--- config.mk ---
export PLATFORM = sky130hd
export DESIGN_NAME = deadline_cmp_sched
export DESIGN_NICKNAME = d
export VERILOG_FILES = /design/src/rtl/dcs_pkg.sv /design/src/rtl/dcs_prescaler.sv /design/src/rtl/dcs_time_extender.sv /design/src/rtl/dcs_slot_table.sv /design/src/rtl/dcs_target_pick.sv /design/src/rtl/deadline_cmp_sched.sv
export SDC_FILE = /design/constraint.sdc
export NUM_CORES = 2
export LEC_CHECK = 0
export BUFFER_PORTS_ARGS = -buffer_cell sky130_fd_sc_hd__buf_2
export CAP_MARGIN = 15
export CORE_MARGIN = 3
export CORE_UTILIZATION = 35
export CTS_CLUSTER_DIAMETER = 150
export DETAILED_ROUTE_END_ITERATION = 8
export HOLD_SLACK_MARGIN = 0.02
export MAX_ROUTING_LAYER = met4
export PLACE_DENSITY = 0.61
export SYNTH_ARGS = -nofsm -noshare
export SYNTH_HDL_FRONTEND = slang
export SYNTH_SLANG_ARGS = --single-unit
--- constraint.sdc ---
create_clock -name clk_i -period 17 [get_ports clk_i]
set_input_delay 3.4 -clock clk_i [delete_from_list [all_inputs] [get_ports clk_i]]
set_output_delay 3.4 -clock clk_i [all_outputs]
set_load 0.02 [all_outputs]
--- src/rtl/dcs_pkg.sv ---
package dcs_pkg;

    // Scheduler states: watch for expiry, fire expired slots, reload compare
    typedef enum logic [1:0] {
        DCS_WATCH = 2'd0,
        DCS_FIRE  = 2'd1,
        DCS_LOAD  = 2'd2
    } dcs_state_e;

endpackage

--- src/rtl/dcs_prescaler.sv ---
module dcs_prescaler #(
    parameter int DIV = 8
) (
    input  logic clk_i,
    input  logic rst_ni,
    output logic tick_o
);
    localparam int PW = (DIV > 1) ? $clog2(DIV) : 1;
    localparam logic [PW-1:0] LAST = PW'(DIV - 1);

    logic [PW-1:0] pre_q;
    logic          last_w;

    assign last_w = (pre_q == LAST);
    assign tick_o = last_w;

    always_ff @(posedge clk_i) begin
        if (!rst_ni) begin
            pre_q <= '0;
        end else if (last_w) begin
            pre_q <= '0;
        end else begin
            pre_q <= pre_q + PW'(1);
        end
    end


    tick_spacing_chk: assert property (@(posedge clk_i) disable iff (!rst_ni)
        tick_o |=> !tick_o);

endmodule

--- src/rtl/dcs_time_extender.sv ---
module dcs_time_extender #(
    parameter int CW = 16,
    parameter int TW = 64
) (
    input  logic          clk_i,
    input  logic          rst_ni,
    input  logic          tick_i,
    output logic [CW-1:0] cnt_o,
    output logic [TW-1:0] now_o
);
    localparam logic [TW-1:0] SPAN = TW'(1) << CW;

    logic [CW-1:0] cnt_q;
    logic [CW-1:0] prev_q;
    logic [TW-1:0] base_q;
    logic [TW-1:0] base_w;
    logic          wrapped_w;

    // A sampled count below the previous sample means one full span has passed
    assign wrapped_w = (cnt_q < prev_q);
    assign base_w    = wrapped_w ? (base_q + SPAN) : base_q;
    assign now_o     = base_w + TW'(cnt_q);
    assign cnt_o     = cnt_q;

    always_ff @(posedge clk_i) begin
        if (!rst_ni) begin
            cnt_q  <= '0;
            prev_q <= '0;
            base_q <= '0;
        end else begin
            if (tick_i) begin
                cnt_q <= cnt_q + CW'(1);
            end
            prev_q <= cnt_q;
            base_q <= base_w;
        end
    end


    now_monotonic_chk: assert property (@(posedge clk_i) disable iff (!rst_ni)
        $past(rst_ni) |-> (now_o >= $past(now_o)));

endmodule

--- src/rtl/dcs_slot_table.sv ---
module dcs_slot_table #(
    parameter int N  = 4,
    parameter int TW = 64,
    localparam int IW = (N > 1) ? $clog2(N) : 1
) (
    input  logic          clk_i,
    input  logic          rst_ni,
    input  logic          arm_i,
    input  logic [IW-1:0] arm_idx_i,
    input  logic [TW-1:0] arm_dl_i,
    input  logic [TW-1:0] arm_per_i,
    input  logic          fire_i,
    input  logic [IW-1:0] fire_idx_i,
    input  logic [TW-1:0] now_i,
    output logic          exp_any_o,
    output logic [IW-1:0] exp_idx_o,
    output logic          pend_any_o,
    output logic [TW-1:0] earliest_o
);
    logic [TW-1:0] dl_q  [N];
    logic [TW-1:0] per_q [N];
    logic [N-1:0]  expired_w;

    for (genvar i = 0; i < N; i++) begin : g_slot
        logic hit_arm;
        logic hit_fire;

        assign hit_arm      = arm_i  && (arm_idx_i  == IW'(i));
        assign hit_fire     = fire_i && (fire_idx_i == IW'(i));
        assign expired_w[i] = (dl_q[i] != '0) && (dl_q[i] <= now_i);

        always_ff @(posedge clk_i) begin
            if (!rst_ni) begin
                dl_q[i]  <= '0;
                per_q[i] <= '0;
            end else if (hit_arm) begin
                // host write wins over a same-clock expiry update
                dl_q[i]  <= arm_dl_i;
                per_q[i] <= arm_per_i;
            end else if (hit_fire) begin
                if (per_q[i] != '0) begin
                    dl_q[i] <= dl_q[i] + per_q[i];
                end else begin
                    dl_q[i] <= '0;
                end
            end
        end


        oneshot_clear_chk: assert property (@(posedge clk_i) disable iff (!rst_ni)
            (hit_fire && !hit_arm && (per_q[i] == '0)) |=> (dl_q[i] == '0));


        periodic_rearm_chk: assert property (@(posedge clk_i) disable iff (!rst_ni)
            (hit_fire && !hit_arm && (per_q[i] != '0))
            |=> (dl_q[i] == ($past(dl_q[i]) + $past(per_q[i]))));
    end

    // Lowest expired index wins
    always_comb begin
        exp_any_o = |expired_w;
        exp_idx_o = '0;
        for (int i = N - 1; i >= 0; i--) begin
            if (expired_w[i]) begin
                exp_idx_o = IW'(i);
            end
        end
    end

    // Earliest pending deadline over all non-idle slots
    always_comb begin
        pend_any_o = 1'b0;
        earliest_o = '0;
        for (int i = 0; i < N; i++) begin
            if ((dl_q[i] != '0) && (!pend_any_o || (dl_q[i] < earliest_o))) begin
                earliest_o = dl_q[i];
                pend_any_o = 1'b1;
            end
        end
    end

endmodule

--- src/rtl/dcs_target_pick.sv ---
module dcs_target_pick #(
    parameter int TW      = 64,
    parameter int CW      = 16,
    parameter int LEAD    = 50,
    parameter int HORIZON = 50000
) (
    input  logic [TW-1:0] now_i,
    input  logic          pend_i,
    input  logic [TW-1:0] earliest_i,
    output logic [CW-1:0] target_o
);
    logic [TW-1:0] lead_w;
    logic [TW-1:0] far_w;

    assign lead_w = now_i + TW'(LEAD);
    assign far_w  = now_i + TW'(HORIZON);

    always_comb begin
        if (pend_i && (earliest_i <= lead_w)) begin
            target_o = lead_w[CW-1:0];
        end else if (pend_i && (earliest_i < far_w)) begin
            target_o = earliest_i[CW-1:0];
        end else begin
            target_o = far_w[CW-1:0];
        end
    end

endmodule

--- src/rtl/deadline_cmp_sched.sv ---
module deadline_cmp_sched #(
    parameter int CLK_MHZ    = 8,
    parameter int NUM_SLOTS  = 4,
    parameter int TW         = 64,
    parameter int CW         = 16,
    parameter int LEAD_US    = 50,
    parameter int HORIZON_US = 50000,
    parameter int CMP_RESET  = 1000,
    localparam int IW = (NUM_SLOTS > 1) ? $clog2(NUM_SLOTS) : 1
) (
    input  logic                 clk_i,
    input  logic                 rst_ni,
    input  logic                 arm_i,
    input  logic [IW-1:0]        arm_slot_i,
    input  logic [TW-1:0]        arm_deadline_i,
    input  logic [TW-1:0]        arm_period_i,
    output logic [TW-1:0]        now_o,
    output logic [CW-1:0]        cmp_o,
    output logic                 match_o,
    output logic [NUM_SLOTS-1:0] fire_o
);
    import dcs_pkg::*;

    dcs_state_e    st_q, st_d;
    logic          tick_w;
    logic [CW-1:0] cnt_w;
    logic [TW-1:0] now_w;
    logic          exp_any_w;
    logic [IW-1:0] exp_idx_w;
    logic          pend_w;
    logic [TW-1:0] earliest_w;
    logic [CW-1:0] target_w;
    logic [CW-1:0] cmp_q;
    logic          fresh_q;
    logic          resched_q;
    logic          fire_en_w;
    logic          load_en_w;
    logic          match_w;

    dcs_prescaler #(.DIV(CLK_MHZ)) u_pre (
        .clk_i  (clk_i),
        .rst_ni (rst_ni),
        .tick_o (tick_w)
    );

    dcs_time_extender #(.CW(CW), .TW(TW)) u_ext (
        .clk_i  (clk_i),
        .rst_ni (rst_ni),
        .tick_i (tick_w),
        .cnt_o  (cnt_w),
        .now_o  (now_w)
    );

    dcs_slot_table #(.N(NUM_SLOTS), .TW(TW)) u_slots (
        .clk_i      (clk_i),
        .rst_ni     (rst_ni),
        .arm_i      (arm_i),
        .arm_idx_i  (arm_slot_i),
        .arm_dl_i   (arm_deadline_i),
        .arm_per_i  (arm_period_i),
        .fire_i     (fire_en_w),
        .fire_idx_i (exp_idx_w),
        .now_i      (now_w),
        .exp_any_o  (exp_any_w),
        .exp_idx_o  (exp_idx_w),
        .pend_any_o (pend_w),
        .earliest_o (earliest_w)
    );

    dcs_target_pick #(
        .TW(TW), .CW(CW), .LEAD(LEAD_US), .HORIZON(HORIZON_US)
    ) u_pick (
        .now_i      (now_w),
        .pend_i     (pend_w),
        .earliest_i (earliest_w),
        .target_o   (target_w)
    );

    // Counter just stepped onto the compare value
    assign match_w = fresh_q && (cnt_w == cmp_q);

    // State register
    always_ff @(posedge clk_i) begin
        if (!rst_ni) begin
            st_q <= DCS_WATCH;
        end else begin
            st_q <= st_d;
        end
    end

    // Next state
    always_comb begin
        st_d = st_q;
        unique case (st_q)
            DCS_WATCH: begin
                if (exp_any_w) begin
                    st_d = DCS_FIRE;
                end else if (resched_q) begin
                    st_d = DCS_LOAD;
                end
            end
            DCS_FIRE: begin
                if (!exp_any_w) begin
                    st_d = DCS_LOAD;
                end
            end
            DCS_LOAD: begin
                st_d = DCS_WATCH;
            end
            default: begin
                st_d = DCS_WATCH;
            end
        endcase
    end

    // State outputs
    always_comb begin
        fire_en_w = 1'b0;
        load_en_w = 1'b0;
        unique case (st_q)
            DCS_WATCH: fire_en_w = exp_any_w;
            DCS_FIRE:  fire_en_w = exp_any_w;
            DCS_LOAD:  load_en_w = 1'b1;
            default:   fire_en_w = 1'b0;
        endcase
        fire_o = fire_en_w ? (NUM_SLOTS'(1) << exp_idx_w) : '0;
    end

    // Compare register, reload request and tick history
    always_ff @(posedge clk_i) begin
        if (!rst_ni) begin
            cmp_q     <= CW'(CMP_RESET);
            resched_q <= 1'b0;
            fresh_q   <= 1'b0;
        end else begin
            fresh_q <= tick_w;
            if (load_en_w) begin
                cmp_q <= target_w;
            end
            if (arm_i || match_w) begin
                resched_q <= 1'b1;
            end else if (load_en_w) begin
                resched_q <= 1'b0;
            end
        end
    end

    assign now_o   = now_w;
    assign cmp_o   = cmp_q;
    assign match_o = match_w;


    match_pulse_chk: assert property (@(posedge clk_i) disable iff (!rst_ni)
        match_o |=> !match_o);


    cmp_window_chk: assert property (@(posedge clk_i) disable iff (!rst_ni)
        (st_q == DCS_LOAD) |=>
            ((CW'(cmp_q - $past(cnt_w)) >= CW'(LEAD_US)) &&
             (CW'(cmp_q - $past(cnt_w)) <= CW'(HORIZON_US))));


    fire_single_chk: assert property (@(posedge clk_i) disable iff (!rst_ni)
        $onehot0(fire_o));

endmodule

=== After elaboration in Yosys (flattened, before gate mapping) ===
Memories as Yosys holds them, arrays and structs flattened.
Index checks and enable logic that the tools add are counted.

* Register bits: 119
* RAM bits: 512
* Output and inout port bits: 85
* Logic and storage cells: 194
* Memories: 2

* Add/subtract/negate cells: 10
* Order comparisons: 10
* Equality and inequality tests: 12
* Shift operators: 1
* Muxes and demuxes: 93
* Bitwise logic cells: 17
* Reductions and logical operators: 41

{| class="wikitable"
|+ Memory list
! name !! depth !! bits a word !! read ports !! clocked after memory_dff !! write ports !! RTL line !! RTL
|-
| u_slots.dl_q || 4 || 64 || 4 || 0 || 4 || dcs_slot_table.sv:20 || <nowiki>logic [TW-1:0] dl_q [N];</nowiki>
|-
| u_slots.per_q || 4 || 64 || 4 || 0 || 4 || dcs_slot_table.sv:21 || <nowiki>logic [TW-1:0] per_q [N];</nowiki>
|}

{| class="wikitable"
|+ Operators with widths
! kind !! number
|-
| two-way mux 64 bit || 21
|-
| nonzero test 64 bit || 8
|-
| less-or-equal comparator 64 bit || 5
|-
| adder 64 bit || 4
|-
| less-than comparator 64 bit || 4
|-
| adder 64 x 16 -> 64 bit || 1
|-
| adder 64 x 16 -> 64 bit, second input constant || 1
|-
| adder 64 x 17 -> 64 bit, second input constant || 1
|-
| adder 64 x 6 -> 64 bit, second input constant || 1
|-
| two-way mux 1 bit || 61
|-
| two-way mux 16 bit || 2
|-
| logical AND 1 bit || 18
|-
| adder 16 x 1 -> 16 bit, second input constant || 1
|-
| equality test 16 bit || 1
|-
| less-than comparator 16 bit || 1
|-
| OR 1 bit || 16
|-
| two-way mux 2 bit || 7
|-
| equality test 2 bit, second input constant || 5
|-
| equality test 2 x 1 -> 1 bit, second input constant || 3
|-
| logical NOT 2 bit || 3
|-
| logical OR 1 bit || 4
|-
| two-way mux 4 bit || 1
|-
| case mux 2 bit (2 select lines) || 1
|-
| OR reduction 2 bit || 2
|-
| 10 further kinds || 12
|}

=== Logic depth before layout (Yosys ltp) ===
* Depth after elaboration: 18
* Mapped depth: 61
* Gate-level depth less buffers: 48

=== Modules after synthesis ===
Synthesis repeated with hierarchy kept, for this count alone.

* Cell total of the unflattened synthesis: 6505
* Area total of the unflattened synthesis: 58149.5 um^2

{| class="wikitable"
|+ By module, submodules not included
! module !! instances !! cells each !! area each (um^2) !! sequential area each (um^2)
|-
| dcs_slot_table || 1 || 5014 || 46340.7 || 15374.7
|-
| dcs_target_pick || 1 || 789 || 5621.6 || 0.0
|-
| dcs_time_extender || 1 || 575 || 5112.4 || 1601.5
|-
| deadline_cmp_sched || 1 || 119 || 959.7 || 400.4
|-
| dcs_prescaler || 1 || 8 || 115.1 || 60.1
|}

=== Worst setup path after synthesis ===
No wires, ideal clock.

* Path kind: register to register
* Start point: mem u_slots.dl_q[1][34]
* End point: reg cmp_q[1], in the netlist cmp_o[1]
* Library setup time: 0.152 ns
* Arrival: 11.758 ns
* Required time: 16.848 ns
* Path slack: 5.090 ns
* Stages on the path, launching flop included: 60
* Buffers on the path: 13
* Clock period less this slack: 11.910 ns
* Path through: edfxtp_1 -> ha_1 -> and4_1 -> and3_1 -> a211oi_1 -> o22a_1 -> o211ai_1 -> o21ai_0 -> clkbuf_1 -> buf_1 -> clkbuf_1 -> clkbuf_1 -> nor2_1 -> a21oi_1 -> ha_1 -> a21oi_1 -> nor2b_1 -> o311ai_0 -> [... 24 more ...] -> buf_2 -> clkbuf_1 -> nand2_1 -> o21ai_0 -> ha_1 -> nand4_1 -> nor3_1 -> nand2_1 -> or4_1 -> o311ai_0 -> or3_1 -> a41oi_1 -> o21ai_1 -> and2_1 -> clkbuf_1 -> inv_1 -> o41ai_1 -> a311oi_1

{| class="wikitable"
|+ RTL lines
! element !! RTL line !! RTL
|-
| start: declaration || dcs_slot_table.sv:20 ||
|-
| end signal: assignment || deadline_cmp_sched.sv:132 || <nowiki>cmp_q <= CW'(CMP_RESET);</nowiki>
|-
| end signal: assignment || deadline_cmp_sched.sv:138 || <nowiki>cmp_q <= target_w;</nowiki>
|-
| end: declaration || deadline_cmp_sched.sv:33 || <nowiki>logic [CW-1:0] cmp_q;</nowiki>
|}

==> summary.md <==
| Metric | Value |
|---|---|
| Largest net degree at the start of global routing | 86 |
| DR vias/cell | 6.14 |
| Peak per-stage delay on the critical path | 990 ps |
| Fillcell total | 15700 |
| Post-detailed-route wirelength per cell | 29.3 um |
| Seq/Total Area, Yosys | 0.312 |
| Share of post-route cells with drive strength above 1 | 0.0816 |
| Flops & latches, synth | 615 |
| CTS resizes | 0 |
| Crit Path Category | register to register |
| Bufs on Longest Clock Path | 3 |
| Post-synth EDFFs | 512 |
| P per Cell Area | 206 mW/mm^2 |
| Max transition margin | 0.166 |
| IO buf count | 217 |
| Worst-Margin Slew | 1240 ps |
| Initial antenna violation count | 17 |
| Crit. End Element | register |
| CP Depth | 44 |
| Count of cell types in the netlist | 99 |
| Status | finished, final reports clean |
| IO Count | 218 |
| Post-synthesis async set-or-reset flop share | 0 |
| Cell Area, Placed | 0.0597 mm^2 |
| WHS | 431 ps |
| Hold Path Class | register to register |
| Hold buffers post-CTS | 0 |
| Final setup fails | 0 |
| Worst skew pair latency | 730 ps |
| Routability congestion estimate | 1.03 |
| Clk_skew | 39.0 ps |
| Initial DRC Count | 6317 |
| Detailed Routing Iterations Pass 1 | 6 |
| Core ar. | 0.157 mm^2 |
| Vias in the first global route | 48800 |
| Final Hold Vio Count | 0 |
| Leak | 26.1 nW |
| Crit path to | cmp_o[3]$_SDFFE_PN1P_ |
| Fin crit share | 0.931 |
| Period minus WS final | 15830 ps |
| Slew Viols, Final | 0 |
| Buf+Inv Stages, Crit Path | 5 |
| Crit path launch | u_slots.dl_q[0][62]$_SDFFCE_PP0P_ |
| Crit path launch type | register |
| Final TNS setup | 0 ps |
| DRT Wirelength | 250000 um |
| GRT Resource Usage Total | 0.305 |
| Synth Instances | 6233 |
| Worst path most repeated cell | ha_1 |
| FP Rows | 145 |
| Mean Syn Cell Area | 8.95 um^2 |
| Root Driver | clkbuf_16 |
| Post-CTS setup buffer count | 0 |
| # nets final | 7426 |
| Yosys warns | 0 |
| CP Max Fanout | 68 |
| Slowest library cell on the worst path | nor3_1 |
| Number of remaining DRC errors | 0 |
| Clock H-tree levels | 3 |
| Starting Density | 0.355 |
| Synth-to-layout area growth | 11.5% |
| Max-cap violations | 0 |
| RSZ-0062 raised after global routing | false |
| Crit path DAT | 16440 ps |
| Largest vdd supply drop | 0.137 mV |
| Die height | 405 um |
| CTS Sinks | 615 |
| Reg-to-reg startpoint | u_slots.dl_q[0][62]$_SDFFCE_PP0P_ |
| Primary FF master, synth | edfxtp_1 |
| Remaining antenna violation count after routing | 0 |
| CTS tree | built |
| GR Overflow Total | 0 |
| Chip Width | 405 um |
| R2R cell count | 44 |
| HPWL Detailed | 206000 um |
| Vias | 52500 |
| Critical Path RT | 17600 ps |
| Total CTS buffers | 76 |
| First-pass GRT wire length | 352000 um |
| FMAX | 63.2 MHz |
| DIE AREA | 0.164 mm^2 |
| Worst r2r dst | cmp_o[3]$_SDFFE_PN1P_ |
| Final instance area | 0.0622 mm^2 |
| Clock slew seen by the registers of the worst setup and hold paths | 60 ps |
| CP top delay family | compound AO/OA/AOI/OAI gates |
| Synthesized area | 0.0558 mm^2 |
| Mapped Nets | 7217 |
| Setup slack, reg-to-reg | 1170 ps |
[registers in the layout, indices dropped and copies added, names as in the netlist]
signal         flops
u_ext.cnt_o       16
resched_q          1
fresh_q            1
u_pre.pre_q        3
u_ext.base_q      48
u_slots.per_q    256
u_ext.prev_q      16
cmp_o             16
u_slots.dl_q     256
st_q               2
[cells by family after synthesis]
kind of cell,Yosys count,synth area share
muxes,15,0.00274
and+or+nand+nor,2081,0.190
xor gates and xnor gates,407,0.0641
AOI/OAI and AO/OA,1784,0.206
DFF,615,0.312
buffers and inverters,480,0.0328
adders and majority gates,851,0.191
[worst reg2reg max path: cells and delay by family (launching register included)]
kind                       cells  cell delay, ps
adders and majority gates      4            1320
DFF                            1             790
buffers and inverters          5            1600
muxes                          1             290
and+or+nand+nor               13            5310
AOI/OAI and AO/OA             21            6440
[where the power goes]
part	switching, W	total, W	internal (W)
Clock	0.000734	0.00166	0.000928
Sequential	0.000889	0.00297	0.00208
Combinational	0.00501	0.00818	0.00317
Total	0.00663	0.0128	0.00618
[metal layers]
| layer | track usage | part of all wire | up-vias |
|---|---|---|---|
| met3 | 0.0476 | 0.092 | 399 |
| met5 | - | 0 | - |
| li1 | - | - | 23900 |
| met4 | 0.136 | 0.052 | 0 |
| met2 | 0.429 | 0.41 | 2539 |
| met1 | 0.429 | 0.45 | 25700 |
[worst min path at each step]
stage / end / depth (start not counted) / start
6_report: u_pre.pre_q[0]$_SDFF_PP0_ / 1 / u_pre.pre_q[0]$_SDFF_PP0_
5_1_grt: u_pre.pre_q[0]$_SDFF_PP0_ / 1 / u_pre.pre_q[0]$_SDFF_PP0_
4_1_cts: u_pre.pre_q[0]$_SDFF_PP0_ / 1 / u_pre.pre_q[0]$_SDFF_PP0_
3_5_place_dp: u_pre.pre_q[0]$_SDFF_PP0_ / 1 / u_pre.pre_q[0]$_SDFF_PP0_
3_3_place_gp: u_pre.pre_q[0]$_SDFF_PP0_ / 1 / u_pre.pre_q[0]$_SDFF_PP0_
2_1_floorplan: u_pre.pre_q[0]$_SDFF_PP0_ / 1 / u_pre.pre_q[0]$_SDFF_PP0_
[Yosys cell counts (all sizes together), types with 13 or more instances]
cell	n	area, um^2
clkbuf	170	638
edfxtp	512	15400
a22o	104	911
mux2i	13	130
o21a	63	473
and2	214	1340
a21o	309	2320
nor4	178	1150
nor2b	68	425
o31ai	16	120
a21oi	512	2570
xnor2	308	2710
and3	106	663
nand2	415	1560
o2111ai	25	243
a221oi	16	140
a21boi	15	113
nand2b	50	313
nor3	109	581
xor2	99	875
o31a	15	131
o22ai	13	81.3
nor2	520	1960
o211ai	42	315
or2	19	119
a211o	16	140
o21ai	400	2000
o21bai	40	300
buf	24	120
nand4	178	1110
inv	282	1060
a2111oi	24	218
or3	26	163
a211oi	36	283
a31oi	46	288
and4	25	219
ha	847	10600
or4	14	113
nand3	130	656
dfxtp	103	2060
[layout make-up]
type / count / area, um^2 / area share
antenna: 5 / 12.5 / 0.000201
multi-input combinational: 5138 / 36800 / 0.591
timing repair buffer: 325 / 1890 / 0.0304
tap: 2058 / 2570 / 0.0414
clock buffer: 85 / 2000 / 0.0321
inverter: 286 / 1070 / 0.0173
sequential: 615 / 17400 / 0.280
clock inverter: 49 / 468 / 0.00752
[through the flow]
step                       util  total power [W]  setup WS [ps]  instances
after detailed placement  0.380           0.0109           1450       8422
after CTS                 0.395           0.0127           1380       8556
after global routing      0.395           0.0138            569       8558
after global placement    0.380           0.0109           1670       8419
after floorplan               -          0.00819           5090       6233
final                     0.396           0.0128           1170       8561
[cell usage in the layout (no fill, tap or decap), drive strengths merged, types with 16 or more instances in the layout]
cell	n
o21bai	40
nand4	178
o21a	63
a221oi	16
a2111oi	24
o21ai	400
ha	847
a21o	309
clkinv	39
a21oi	512
nor4	178
and2	214
a211oi	36
nand2	415
nor2b	68
and4	25
clkbuf	85
a211o	16
o2111ai	25
nor2	520
dfxtp	103
or2	19
inv	286
edfxtp	512
nor3	109
xnor2	308
a22o	104
a31oi	46
or3	26
nand2b	50
and3	106
xor2	99
nand3	130
o211ai	42
o31ai	16
buf	325
Note: power is estimated with default switching activity, not from simulation.
